File: src/rtl/modfold_pkg.sv
package modfold_pkg;

  function automatic int unsigned fold_modulus(input int unsigned k, input int unsigned s);
    return k * (32'd1 << s) + 32'd1;
  endfunction

  function automatic int unsigned max_u(input int unsigned a, input int unsigned b);
    return (a > b) ? a : b;
  endfunction

  // Signed width that holds k*(2^s-1) minus any upper part of width hi_w
  function automatic int unsigned fold_width(input int unsigned hi_w, input int unsigned kbits,
                                             input int unsigned s);
    return max_u(hi_w, kbits + s) + 2;
  endfunction

endpackage

File: src/rtl/modfold_pass.sv
module modfold_pass #(
  parameter int unsigned IN_W  = 25,
  parameter int unsigned OUT_W = 18,
  parameter int unsigned K     = 13,
  parameter int unsigned S     = 8,
  localparam int unsigned KB   = $clog2(K + 1)
) (
  input  logic                    clk,
  input  logic                    rst_n,
  input  logic                    en_in,
  input  logic signed [IN_W-1:0]  x_in,
  output logic                    valid_q,
  output logic signed [OUT_W-1:0] y_q
);

  logic signed [OUT_W-1:0] lo_ext;
  logic signed [OUT_W-1:0] hi_ext;
  logic signed [OUT_W-1:0] term [KB];
  logic signed [OUT_W-1:0] scaled;
  logic signed [OUT_W-1:0] y_d;

  // low slice is unsigned, upper part keeps the sign (arithmetic shift)
  assign lo_ext = {{(OUT_W-S){1'b0}}, x_in[S-1:0]};
  assign hi_ext = {{(OUT_W-(IN_W-S)){x_in[IN_W-1]}}, x_in[IN_W-1:S]};

  // one shifted copy of the low slice for every set bit of the constant
  for (genvar b = 0; b < KB; b++) begin : g_term
    if (((K >> b) & 1) == 1) begin : g_on
      assign term[b] = lo_ext <<< b;
    end else begin : g_off
      assign term[b] = '0;
    end
  end

  always_comb begin
    scaled = '0;
    for (int b = 0; b < KB; b++) begin
      scaled = scaled + term[b];
    end
    y_d = scaled - hi_ext;
  end

  always_ff @(posedge clk or negedge rst_n) begin
    if (!rst_n) begin
      valid_q <= 1'b0;
      y_q     <= '0;
    end else begin
      valid_q <= en_in;
      if (en_in) begin
        y_q <= y_d;
      end
    end
  end

endmodule

File: src/rtl/modfold_canon.sv
module modfold_canon #(
  parameter int unsigned IN_W  = 14,
  parameter int unsigned Q     = 3329,
  parameter int unsigned OUT_W = 12
) (
  input  logic                   clk,
  input  logic                   rst_n,
  input  logic                   en_in,
  input  logic signed [IN_W-1:0] x_in,
  output logic                   valid_q,
  output logic [OUT_W-1:0]       r_q
);

  localparam logic signed [IN_W-1:0] QS = IN_W'(Q);
  localparam logic [OUT_W-1:0]       QL = OUT_W'(Q);

  logic [OUT_W-1:0] r_d;

  // result fits OUT_W bits, so add/subtract q modulo 2^OUT_W on the low slice
  always_comb begin
    if (x_in < 0) begin
      r_d = x_in[OUT_W-1:0] + QL;
    end else if (x_in >= QS) begin
      r_d = x_in[OUT_W-1:0] - QL;
    end else begin
      r_d = x_in[OUT_W-1:0];
    end
  end

  always_ff @(posedge clk or negedge rst_n) begin
    if (!rst_n) begin
      valid_q <= 1'b0;
      r_q     <= '0;
    end else begin
      valid_q <= en_in;
      if (en_in) begin
        r_q <= r_d;
      end
    end
  end

endmodule

File: src/rtl/modfold_reduce.sv
module modfold_reduce
  import modfold_pkg::*;
#(
  parameter int unsigned PROD_W = 24,
  parameter int unsigned FOLD_K = 13,
  parameter int unsigned FOLD_S = 8,
  localparam int unsigned Q     = fold_modulus(FOLD_K, FOLD_S),
  localparam int unsigned RES_W = $clog2(Q)
) (
  input  logic              clk,
  input  logic              rst_n,
  input  logic              in_valid,
  input  logic [PROD_W-1:0] in_prod,
  output logic              out_valid,
  output logic [RES_W-1:0]  out_res
);

  localparam int unsigned KB = $clog2(FOLD_K + 1);
  localparam int unsigned W0 = PROD_W + 1;
  localparam int unsigned W1 = fold_width(PROD_W - FOLD_S, KB, FOLD_S);
  localparam int unsigned W2 = fold_width(W1 - FOLD_S, KB, FOLD_S);

  logic signed [W0-1:0] prod_s;
  logic                 v1;
  logic signed [W1-1:0] f1;
  logic                 v2;
  logic signed [W2-1:0] f2;

  assign prod_s = {1'b0, in_prod};

  modfold_pass #(.IN_W(W0), .OUT_W(W1), .K(FOLD_K), .S(FOLD_S)) u_pass1 (
    .clk(clk), .rst_n(rst_n), .en_in(in_valid), .x_in(prod_s),
    .valid_q(v1), .y_q(f1)
  );

  modfold_pass #(.IN_W(W1), .OUT_W(W2), .K(FOLD_K), .S(FOLD_S)) u_pass2 (
    .clk(clk), .rst_n(rst_n), .en_in(v1), .x_in(f1),
    .valid_q(v2), .y_q(f2)
  );

  modfold_canon #(.IN_W(W2), .Q(Q), .OUT_W(RES_W)) u_canon (
    .clk(clk), .rst_n(rst_n), .en_in(v2), .x_in(f2),
    .valid_q(out_valid), .r_q(out_res)
  );

endmodule

File: config.mk
export PLATFORM = sky130hd
export DESIGN_NAME = modfold_reduce
export DESIGN_NICKNAME = d
export VERILOG_FILES = /design/src/rtl/modfold_pkg.sv /design/src/rtl/modfold_pass.sv /design/src/rtl/modfold_canon.sv /design/src/rtl/modfold_reduce.sv
export SDC_FILE = /design/constraint.sdc
export NUM_CORES = 1
export LEC_CHECK = 0
export BUFFER_PORTS_ARGS = -buffer_cell sky130_fd_sc_hd__buf_2
export CELL_PAD_IN_SITES_DETAIL_PLACEMENT = 0
export CELL_PAD_IN_SITES_GLOBAL_PLACEMENT = 1
export CORE_MARGIN = 4
export CORE_UTILIZATION = 42
export DETAILED_ROUTE_END_ITERATION = 8
export GPL_TIMING_DRIVEN = 0
export PLACE_DENSITY_LB_ADDON = 0.3
export SLEW_MARGIN = 10
export SYNTH_ARGS = -nofsm -noshare
export SYNTH_HDL_FRONTEND = slang
export SYNTH_SLANG_ARGS = --single-unit
File: constraint.sdc
create_clock -name clk -period 3.7 [get_ports clk]
set_input_delay 0.185 -clock clk [delete_from_list [all_inputs] [get_ports clk]]
set_output_delay 0.185 -clock clk [all_outputs]
set_load 0.01 [all_outputs]
==> reports/results.tsv, run 1 <==
metric	value	unit
Via Count	3273	
number of flops mapped to enable cells by yosys	0	
global-route wire length before repair	14.94	mm
CTS clk-pin slew, worst paths	0.10	ns
Final setup viols	1	
# diodes	0	
Arr. time, crit path	3.95	ns
Main synth FF type	dfrtp_1	
IO Pins	40	
vias in the first global route	3349	
Max-cap violations	0	
I/O Buffers	39	
reg2reg path depth	13	
final setup margin	-0.06225	ns
Initial DRC Count	53	
status	finished, violations left	
post-synthesis cell area	0.004183	mm2
Slew Limit Fails	0	
crit-path max cell delay	0.51	ns
Starting Density	42.99	%
Root Driver	clkbuf_8	
Die H	107.8	um
vias per inst	5.171	
cell count along the critical path	13	
crit-path most repeated cell	ha_4	
Congestion Overflow GR	0	
#FFs+latches synth	47	
worst slew pin tran	1.038	ns
post-synth top area share	28.12	%
share of cells above drive strength 1	22.60	%
CP max FO	5	
Final Util	50.76	%
crit end category	flop	
CORE AREA	0.009729	mm2
initial antenna violation count	0	
Detailed Place HPWL	6.906	mm
standard-cell row count	36	
total number of yosys warnings	0	
crit path from	u_pass1.y_q[3]$_DFFE_PN0P_	
Worst Setup Start Kind	flop	
Top Family by Delay on Critical Path	compound AO/OA/AOI/OAI gates	
number of remaining DRC errors	0	
RSZ-0062 raised after global routing	yes	
worst endpoint required time	3.89	ns
Worst slew margin	30.82	%
fmax	265.8	MHz
WL/cell	13.99	um
syn nets	532	
dominant cells by area after synthesis	dfrtp_1 (28%), ha_1 (13%), fa_1 (9.6%)	
Synth Instances	441	
clk_skew	0.004255	ns
Clock Sinks	47	
deepest clock path buffer count	2	
DRT Wirelength	8.858	mm
gpl congestion	0.8206	
RR Startpoint	u_pass1.y_q[3]$_DFFE_PN0P_	
Critical Path, Cell by Cell	ha_4, a21o_1, a21oi_4, o21bai_2, a21oi_2, xnor2_2, fa_1, ha_4, or4_4, a41o_1, a2111o_1, nand4b_1, o311ai_2	
Setup TNS	-0.06225	ns
H-tree levels	2	
DRT antenna net count	0	
crit path max-delay cell type	or4_4	
DIE AREA	0.01162	mm2
first-pass iteration count of the detailed router	4	
largest net degree at the start of global routing	48	
failing checks	negative setup slack	
Fillers	931	
latest clock arrival within the worst-skew pair	0.31	ns
CTS tree	done	
CTS Buf Count	5	
most frequent cells in the layout	inv_1 (50), dfrtp_1 (45), buf_2 (40)	
die width	107.8	um
Synth Area per Inst	9.485	um2
final hold violations	0	
commonest non-fill, non-tap cell in the layout	inv_1	
total global-route track usage	15.77	%
area grow syn2layout	18.07	%
Yosys cell types	56	
post-synthesis async set-or-reset flop share	100.0	%
post-layout min period	3.762	ns
part of the cycle the worst path needs	101.7	%
Critical path buffers and inverters	0	
post-synthesis sequential area ratio	28.12	%
Worst Setup Path Type	reg -> reg	
Hold WC Path Type	in -> async	
leading area contributor after synthesis	dfrtp_1	
final hold slack	0.04537	ns
Nets	590	
worst paths after layout:
| kind | end | slack, ns |
|---|---|---|
| setup / recovery | u_pass2.y_q[12]$_DFFE_PN0P_ | -0.06 |
| hold / removal | u_canon.r_q[1]$_DFFE_PN0P_ | 0.05 |
| setup reg to reg | u_pass2.y_q[12]$_DFFE_PN0P_ | -0.06 |
| hold reg to reg | u_canon.valid_q$_DFF_PN0_ | 0.38 |
| max in group asynchronous | u_pass1.y_q[3]$_DFFE_PN0P_ | 2.95 |
| min in group clk | u_pass1.y_q[0]$_DFFE_PN0P_ | 0.16 |
repair_timing:
action | 4_1_cts | 5_1_grt
setup endpoints to repair | 7 | 11
pin swaps | 10 | 23
resized for setup | 15 | 30
hold buffers | 1 | 0
endpoints found under the hold margin | 1 | 0
setup buffers | 6 | 6
per-stage QoR:
stage / setup WS (ns) / instance area, um2 / std cells
floorplan: 0.01591 / 4183 / 441
global placement: -0.4412 / 4544 / 613
detailed placement: -0.4642 / 4544 / 613
CTS: -0.01269 / 4756 / 628
global route: -0.1813 / 4938 / 633
finish: -0.06225 / 4938 / 633
worst reg2reg max path, stage by stage (launching register included):
cell,delay [ns]
dfrtp_2,0.46
ha_4,0.25
a21o_1,0.18
a21oi_4,0.15
o21bai_2,0.09
a21oi_2,0.21
xnor2_2,0.15
fa_1,0.47
ha_4,0.21
or4_4,0.51
a41o_1,0.26
a2111o_1,0.45
nand4b_1,0.13
o311ai_2,0.11
layer usage:
metal  share of wire, %  GRT usage, %  vias up
li1                   -             -     1671
met1                 44         19.02     1539
met2                 52         29.17       49
met3                2.3         2.040       14
met4                1.8         4.418        0
met5                  0             0        -
cell usage after synthesis, types with 4 or more instances:
cell and n:
ha_1 44, xnor2_1 26, nand2_1 21, a21oi_1 35
clkbuf_1 7, mux2_2 16, o211ai_1 5, a21o_1 11
dfrtp_1 47, mux2i_1 10, inv_1 53, o21bai_1 6
nand2b_1 4, o21ai_0 22, nor2_1 23, nor4_1 4
nand3_1 7, fa_1 20, nor3_1 7, xor2_1 15
o21a_1 4
final cells by class:
class                   instances  area [um2]  area share, %
clock buffers                   5       68.82          1.393
flip-flops and latches         47        1179          23.87
plain buffers                  11       50.05          1.013
multi-input cells             330        2935          59.44
clock inverters                 3       46.29         0.9374
well taps                     133       166.4          3.370
inverters                      53       201.4          4.079
repair buffers                 51       291.5          5.903
flip-flops by register name, indices dropped and copies added (netlist names):
name / cells
u_canon.r_q: 12
u_canon.valid_q: 1
u_pass1.valid_q: 1
u_pass1.y_q: 18
u_pass2.valid_q: 1
u_pass2.y_q: 14
cells by family (layout without fill, tap and decap cells):
kind of cell               count (synthesis)  count (layout)  share of synthesized area [%]
buffers and inverters                     64             123                          5.953
muxes                                     26              26                          6.701
and+or+nand+nor                           84              84                          9.722
DFF                                       47              47                          28.12
AOI/OAI and AO/OA                        115             115                          18.19
xor gates and xnor gates                  41              41                          8.585
adders and majority gates                 64              64                          22.73
Power of run 1 is not shown: default switching activity piles up to over one toggle a cycle in this logic, so the estimate is an artifact.
==> run 2: changes to the inputs <==
Settings changed: CORE_UTILIZATION 42 to 43, SYNTH_HIERARCHICAL from default to 1.
==> reports/results.tsv, run 2 <==
metric	value	unit
crit path max-delay cell type	fa_1	
IO Pins	40	
CTS Buf Count	5	
latest clock arrival within the worst-skew pair	0.30	ns
DIE AREA	0.01201	mm2
CTS tree	done	
Starting Density	44.79	%
share of cells above drive strength 1	21.37	%
most frequent cells in the layout	inv_1 (54), ha_1 (46), dfrtp_1 (43)	
Max-cap violations	0	
Final setup viols	0	
Die H	109.6	um
Root Driver	clkbuf_8	
worst slew pin tran	1.031	ns
post-synthesis sequential area ratio	26.50	%
DRT Wirelength	9.161	mm
post-synthesis cell area	0.004438	mm2
Clock Sinks	47	
Synth Area per Inst	9.423	um2
crit-path most repeated cell	a21o_1	
post-synth top area share	26.50	%
Setup TNS	0	ns
crit-path max cell delay	0.49	ns
vias in the first global route	3484	
total number of yosys warnings	6	
global-route wire length before repair	15.76	mm
gpl congestion	0.8770	
#FFs+latches synth	47	
Worst slew margin	31.24	%
status	finished, final reports clean	
Worst Setup Path Type	reg -> reg	
fmax	284.5	MHz
Detailed Place HPWL	7.490	mm
Arr. time, crit path	3.70	ns
die width	109.6	um
post-layout min period	3.515	ns
CP max FO	4	
max FFs per register	18	
Fillers	960	
total global-route track usage	16.15	%
vias per inst	5.237	
area grow syn2layout	13.87	%
Hold WC Path Type	in -> async	
leading area contributor after synthesis	dfrtp_1	
Critical Path, Cell by Cell	fa_1, ha_2, inv_1, fa_2, inv_1, a21o_1, a21oi_2, o21bai_1, a21o_1, buf_4, a21o_1, ha_4, nand2_1, nor2_1, a211oi_2, xnor2_1, mux2_4	
post-synthesis async set-or-reset flop share	100.0	%
count leader, synth	inv_1	
placed cell count	645	
WL/cell	13.94	um
CORE AREA	0.009910	mm2
number of flops mapped to enable cells by yosys	0	
final hold violations	0	
Nets	614	
part of the cycle the worst path needs	95.00	%
H-tree levels	2	
initial antenna violation count	0	
commonest non-fill, non-tap cell in the layout	inv_1	
Initial DRC Count	100	
clk_skew	0.01016	ns
CTS clk-pin slew, worst paths	0.09	ns
Slew Limit Fails	0	
crit end category	flop	
fin cells	657	
Main synth FF type	dfrtp_1	
largest net degree at the start of global routing	48	
Critical path buffers and inverters	3	
Worst Setup Start Kind	flop	
Yosys cell types	71	
Congestion Overflow GR	0	
number of remaining DRC errors	0	
first-pass iteration count of the detailed router	4	
worst endpoint required time	3.88	ns
RSZ-0062 raised after global routing	yes	
dpl ws	-0.2731	ns
Via Count	3441	
deepest clock path buffer count	2	
DRT antenna net count	0	
Reg with most FFs	u_pass1/y_q	
Top Family by Delay on Critical Path	adder cells	
standard-cell row count	36	
dominant cells by area after synthesis	dfrtp_1 (27%), ha_1 (14%), fa_1 (6.3%)	
cts hold-fix bufs	0	
final setup margin	0.1848	ns
I/O Buffers	39	
# diodes	0	
synth cell count leaders	inv_1 (54), ha_1 (50), dfrtp_1 (47)	
biggest registers after layout	u_pass1/y_q (18), u_pass2/y_q (14), u_canon/r_q (12)	
Synth Instances	471	
## run 2: cell types whose count changed after synthesis, sizes merged, moves of 4 or more
cell    delta
mux2i      -5
mux2       +5
ha         +6
a31oi      +4
o21ai      -9
clkbuf     -4
o31ai      +4
nand2      +9
and2       +5
nor2b      +8
o21bai     -4
nand3      +4
fa         -6
## run 2: kinds of logic after synthesis
kind of cell               synth area share (%)
AOI/OAI and AO/OA                         18.50
and+or+nand+nor                           13.65
adders and majority gates                 20.41
buffers and inverters                     6.146
DFF                                       26.50
xor gates and xnor gates                  8.091
muxes                                     6.625
other                                   0.08450
## run 2: worst register-to-register path, delay by kind of cell (launching register included)
kind	cells	cell delay [ns]
AO/OA/AOI/OAI	6	0.93
XOR/XNOR	1	0.14
adder cells (fa/ha/maj)	4	1.18
buffers and inverters	3	0.25
flip-flops	1	0.43
multiplexers	1	0.26
AND/OR/NAND/NOR	2	0.21
## run 2: metal layers
layer	share of wire [%]	vias up	GRT usage, %
met2	50	60	28.29
met1	45	1613	20.66
li1	-	1754	-
met4	1.6	0	4.452
met3	3.6	14	2.466
met5	0	-	0
## run 2: per-stage QoR
stage / cell area, um2 / hold slack, ns / util [%]
after global placement: 4807 / 0.3498 / 48.51
after global routing: 5054 / 0.04712 / 51.00
after floorplan: 4446 / -0.1106 / -
after CTS: 4951 / 0.04593 / 49.96
final: 5054 / 0.05449 / 51.00
after detailed placement: 4807 / 0.3622 / 48.51
## run 2: final timing paths
| kind | start | to | slack [ns] | cells after the start |
|---|---|---|---|---|
| min | rst_n | u_pass2/y_q[6]$_DFFE_PN0P_ | 0.05 | 1 |
| max reg2reg | u_pass1/y_q[0]$_DFFE_PN0P_ | u_pass2/y_q[12]$_DFFE_PN0P_ | 0.18 | 17 |
| max | u_pass1/y_q[0]$_DFFE_PN0P_ | u_pass2/y_q[12]$_DFFE_PN0P_ | 0.18 | 17 |
| min reg2reg | u_pass1/valid_q$_DFF_PN0_ | u_pass2/valid_q$_DFF_PN0_ | 0.43 | 0 |
| max in group asynchronous | rst_n | u_pass1/y_q[3]$_DFFE_PN0P_ | 2.93 | 1 |
| min in group clk | in_valid | u_pass1/valid_q$_DFF_PN0_ | 0.06 | 1 |
## run 2: layout make-up
| class | instances | area, um2 | area share (%) |
|---|---|---|---|
| Timing Repair Buffer | 43 | 225.2 | 4.457 |
| Multi-Input combinational cell | 362 | 3075 | 60.86 |
| Clock inverter | 2 | 60.06 | 1.188 |
| Buffer | 10 | 70.07 | 1.386 |
| Tap cell | 133 | 166.4 | 3.293 |
| Sequential cell | 47 | 1181 | 23.37 |
| Inverter | 54 | 202.7 | 4.011 |
| Clock buffer | 6 | 72.57 | 1.436 |
## run 2: repair_timing
item                                    in CTS  in global routing
hold endpoints to repair                     0                  0
resized for setup                            2                 21
endpoints found under the setup margin       2                  8
buffers inserted                             1                  3
pin swaps                                    0                  6
Power of run 2 is left out for the same reason.
==> run 3: changes to the inputs <==
Settings changed: CELL_PAD_IN_SITES_DETAIL_PLACEMENT 0 to 1.
==> reports/results.tsv, run 3 (synthesized netlist as in run 2, its figures left out) <==
metric	value	unit
Starting Density	44.79	%
H-tree levels	2	
placed cell count	645	
crit-path max cell delay	0.51	ns
Fillers	1180	
Congestion Overflow GR	0	
I/O Buffers	39	
CTS clk-pin slew, worst paths	0.09	ns
gpl congestion	0.8770	
total global-route track usage	17.81	%
Die H	109.6	um
Reg with most FFs	u_pass1/y_q	
Worst slew margin	30.36	%
Setup TNS	0	ns
fmax	281.7	MHz
CTS tree	done	
CORE AREA	0.009910	mm2
clk_skew	0.004760	ns
DRT antenna net count	0	
max FFs per register	18	
Worst Setup Path Type	reg -> reg	
Slew Limit Fails	0	
Final setup viols	0	
final hold violations	0	
share of cells above drive strength 1	22.26	%
WL/cell	15.55	um
Clock Sinks	47	
Detailed Place HPWL	8.428	mm
area grow syn2layout	13.79	%
Nets	620	
CP max FO	4	
latest clock arrival within the worst-skew pair	0.30	ns
Critical Path, Cell by Cell	fa_1, ha_2, inv_1, fa_2, inv_1, a21o_1, a21oi_2, o21bai_1, a21o_1, xor2_1, ha_1, nand2_1, o221ai_1, a21o_1, xor2_1, mux2_2	
die width	109.6	um
fin cells	663	
commonest non-fill, non-tap cell in the layout	inv_1	
crit end category	flop	
Hold WC Path Type	in -> reg	
part of the cycle the worst path needs	95.94	%
standard-cell row count	36	
global-route wire length before repair	17.43	mm
DRT Wirelength	10.31	mm
biggest registers after layout	u_pass1/y_q (18), u_pass2/y_q (14), u_canon/r_q (12)	
CTS Buf Count	5	
first-pass iteration count of the detailed router	4	
deepest clock path buffer count	2	
# diodes	0	
worst endpoint required time	3.89	ns
DIE AREA	0.01201	mm2
vias in the first global route	3775	
most frequent cells in the layout	inv_1 (54), ha_1 (48), dfrtp_1 (43)	
Initial DRC Count	78	
Root Driver	clkbuf_8	
Max-cap violations	0	
status	finished, final reports clean	
crit-path most repeated cell	a21o_1	
Arr. time, crit path	3.74	ns
final hold slack	0.05064	ns
Via Count	3580	
worst slew pin tran	1.045	ns
IO Pins	40	
initial antenna violation count	0	
Worst Setup Start Kind	flop	
largest net degree at the start of global routing	48	
crit path max-delay cell type	fa_1	
number of remaining DRC errors	0	
vias per inst	5.400	
post-layout min period	3.550	ns
-- run 3: cell count changes in the layout (fill, tap and decap cells not counted), sizes merged --
cell,previous run,this run
bufinv,2,1
buf,48,54
clkinv,0,1
-- run 3: metrics by stage --
step | utilization (%) | setup slack (ns) | instance area [um2]
floorplan | - | 0.2221 | 4446
global placement | 48.51 | -0.2346 | 4807
detailed placement | 48.51 | -0.3059 | 4807
CTS | 49.94 | 0.01578 | 4949
global route | 50.96 | -0.05302 | 5050
finish | 50.96 | 0.1501 | 5050
-- run 3: path summary, 6_finish.rpt --
| path | slack [ns] | startpoint | end | cells after the start |
|---|---|---|---|---|
| min in group asynchronous | 0.06 | rst_n | u_pass2/y_q[11]$_DFFE_PN0P_ | 1 |
| max in group asynchronous | 2.92 | rst_n | u_pass1/y_q[4]$_DFFE_PN0P_ | 1 |
| worst max-delay path | 0.15 | u_pass1/y_q[1]$_DFFE_PN0P_ | u_pass2/y_q[10]$_DFFE_PN0P_ | 16 |
| worst min register to register | 0.42 | u_pass1/valid_q$_DFF_PN0_ | u_pass2/valid_q$_DFF_PN0_ | 0 |
| worst min-delay path | 0.05 | in_valid | u_pass1/valid_q$_DFF_PN0_ | 1 |
| worst max register to register | 0.15 | u_pass1/y_q[1]$_DFFE_PN0P_ | u_pass2/y_q[10]$_DFFE_PN0P_ | 16 |
-- run 3: cell type report --
| class | instances | area, um2 | area share [%] |
|---|---|---|---|
| multi-input combinational | 362 | 3042 | 60.23 |
| sequential | 47 | 1181 | 23.39 |
| timing repair buffer | 49 | 270.3 | 5.352 |
| inverter | 54 | 202.7 | 4.014 |
| tap | 133 | 166.4 | 3.295 |
| clock buffer | 6 | 82.58 | 1.635 |
| buffer | 10 | 70.07 | 1.388 |
| clock inverter | 2 | 35.03 | 0.6938 |
-- run 3: metal layers --
metal,vias up,part of all wire (%),routed length (um),GRT usage [%]
met5,-,0,0,0
met4,0,0.53,55,2.404
met1,1758,42,4357,20.97
met2,43,54,5588,34.52
li1,1775,-,-,-
met3,4,3.0,306,2.760
-- run 3: repair_timing --
action | in CTS | in global routing
setup buffers | 2 | 8
pin swaps | 1 | 15
setup endpoints to repair | 3 | 11
hold buffers | 0 | 0
gates cloned | 0 | 0
gates resized for setup | 2 | 16
-- run 3: critical path: cells and delay by family, from the launching register on --
kind / cells / cell delay, ns
multiplexers: 1 / 0.26
XOR/XNOR: 2 / 0.30
buffers and inverters: 2 / 0.12
AND/OR/NAND/NOR: 1 / 0.10
AO/OA/AOI/OAI: 6 / 0.90
adder cells (fa/ha/maj): 4 / 1.33
flip-flops: 1 / 0.44
Power of run 3 is left out for the same reason.
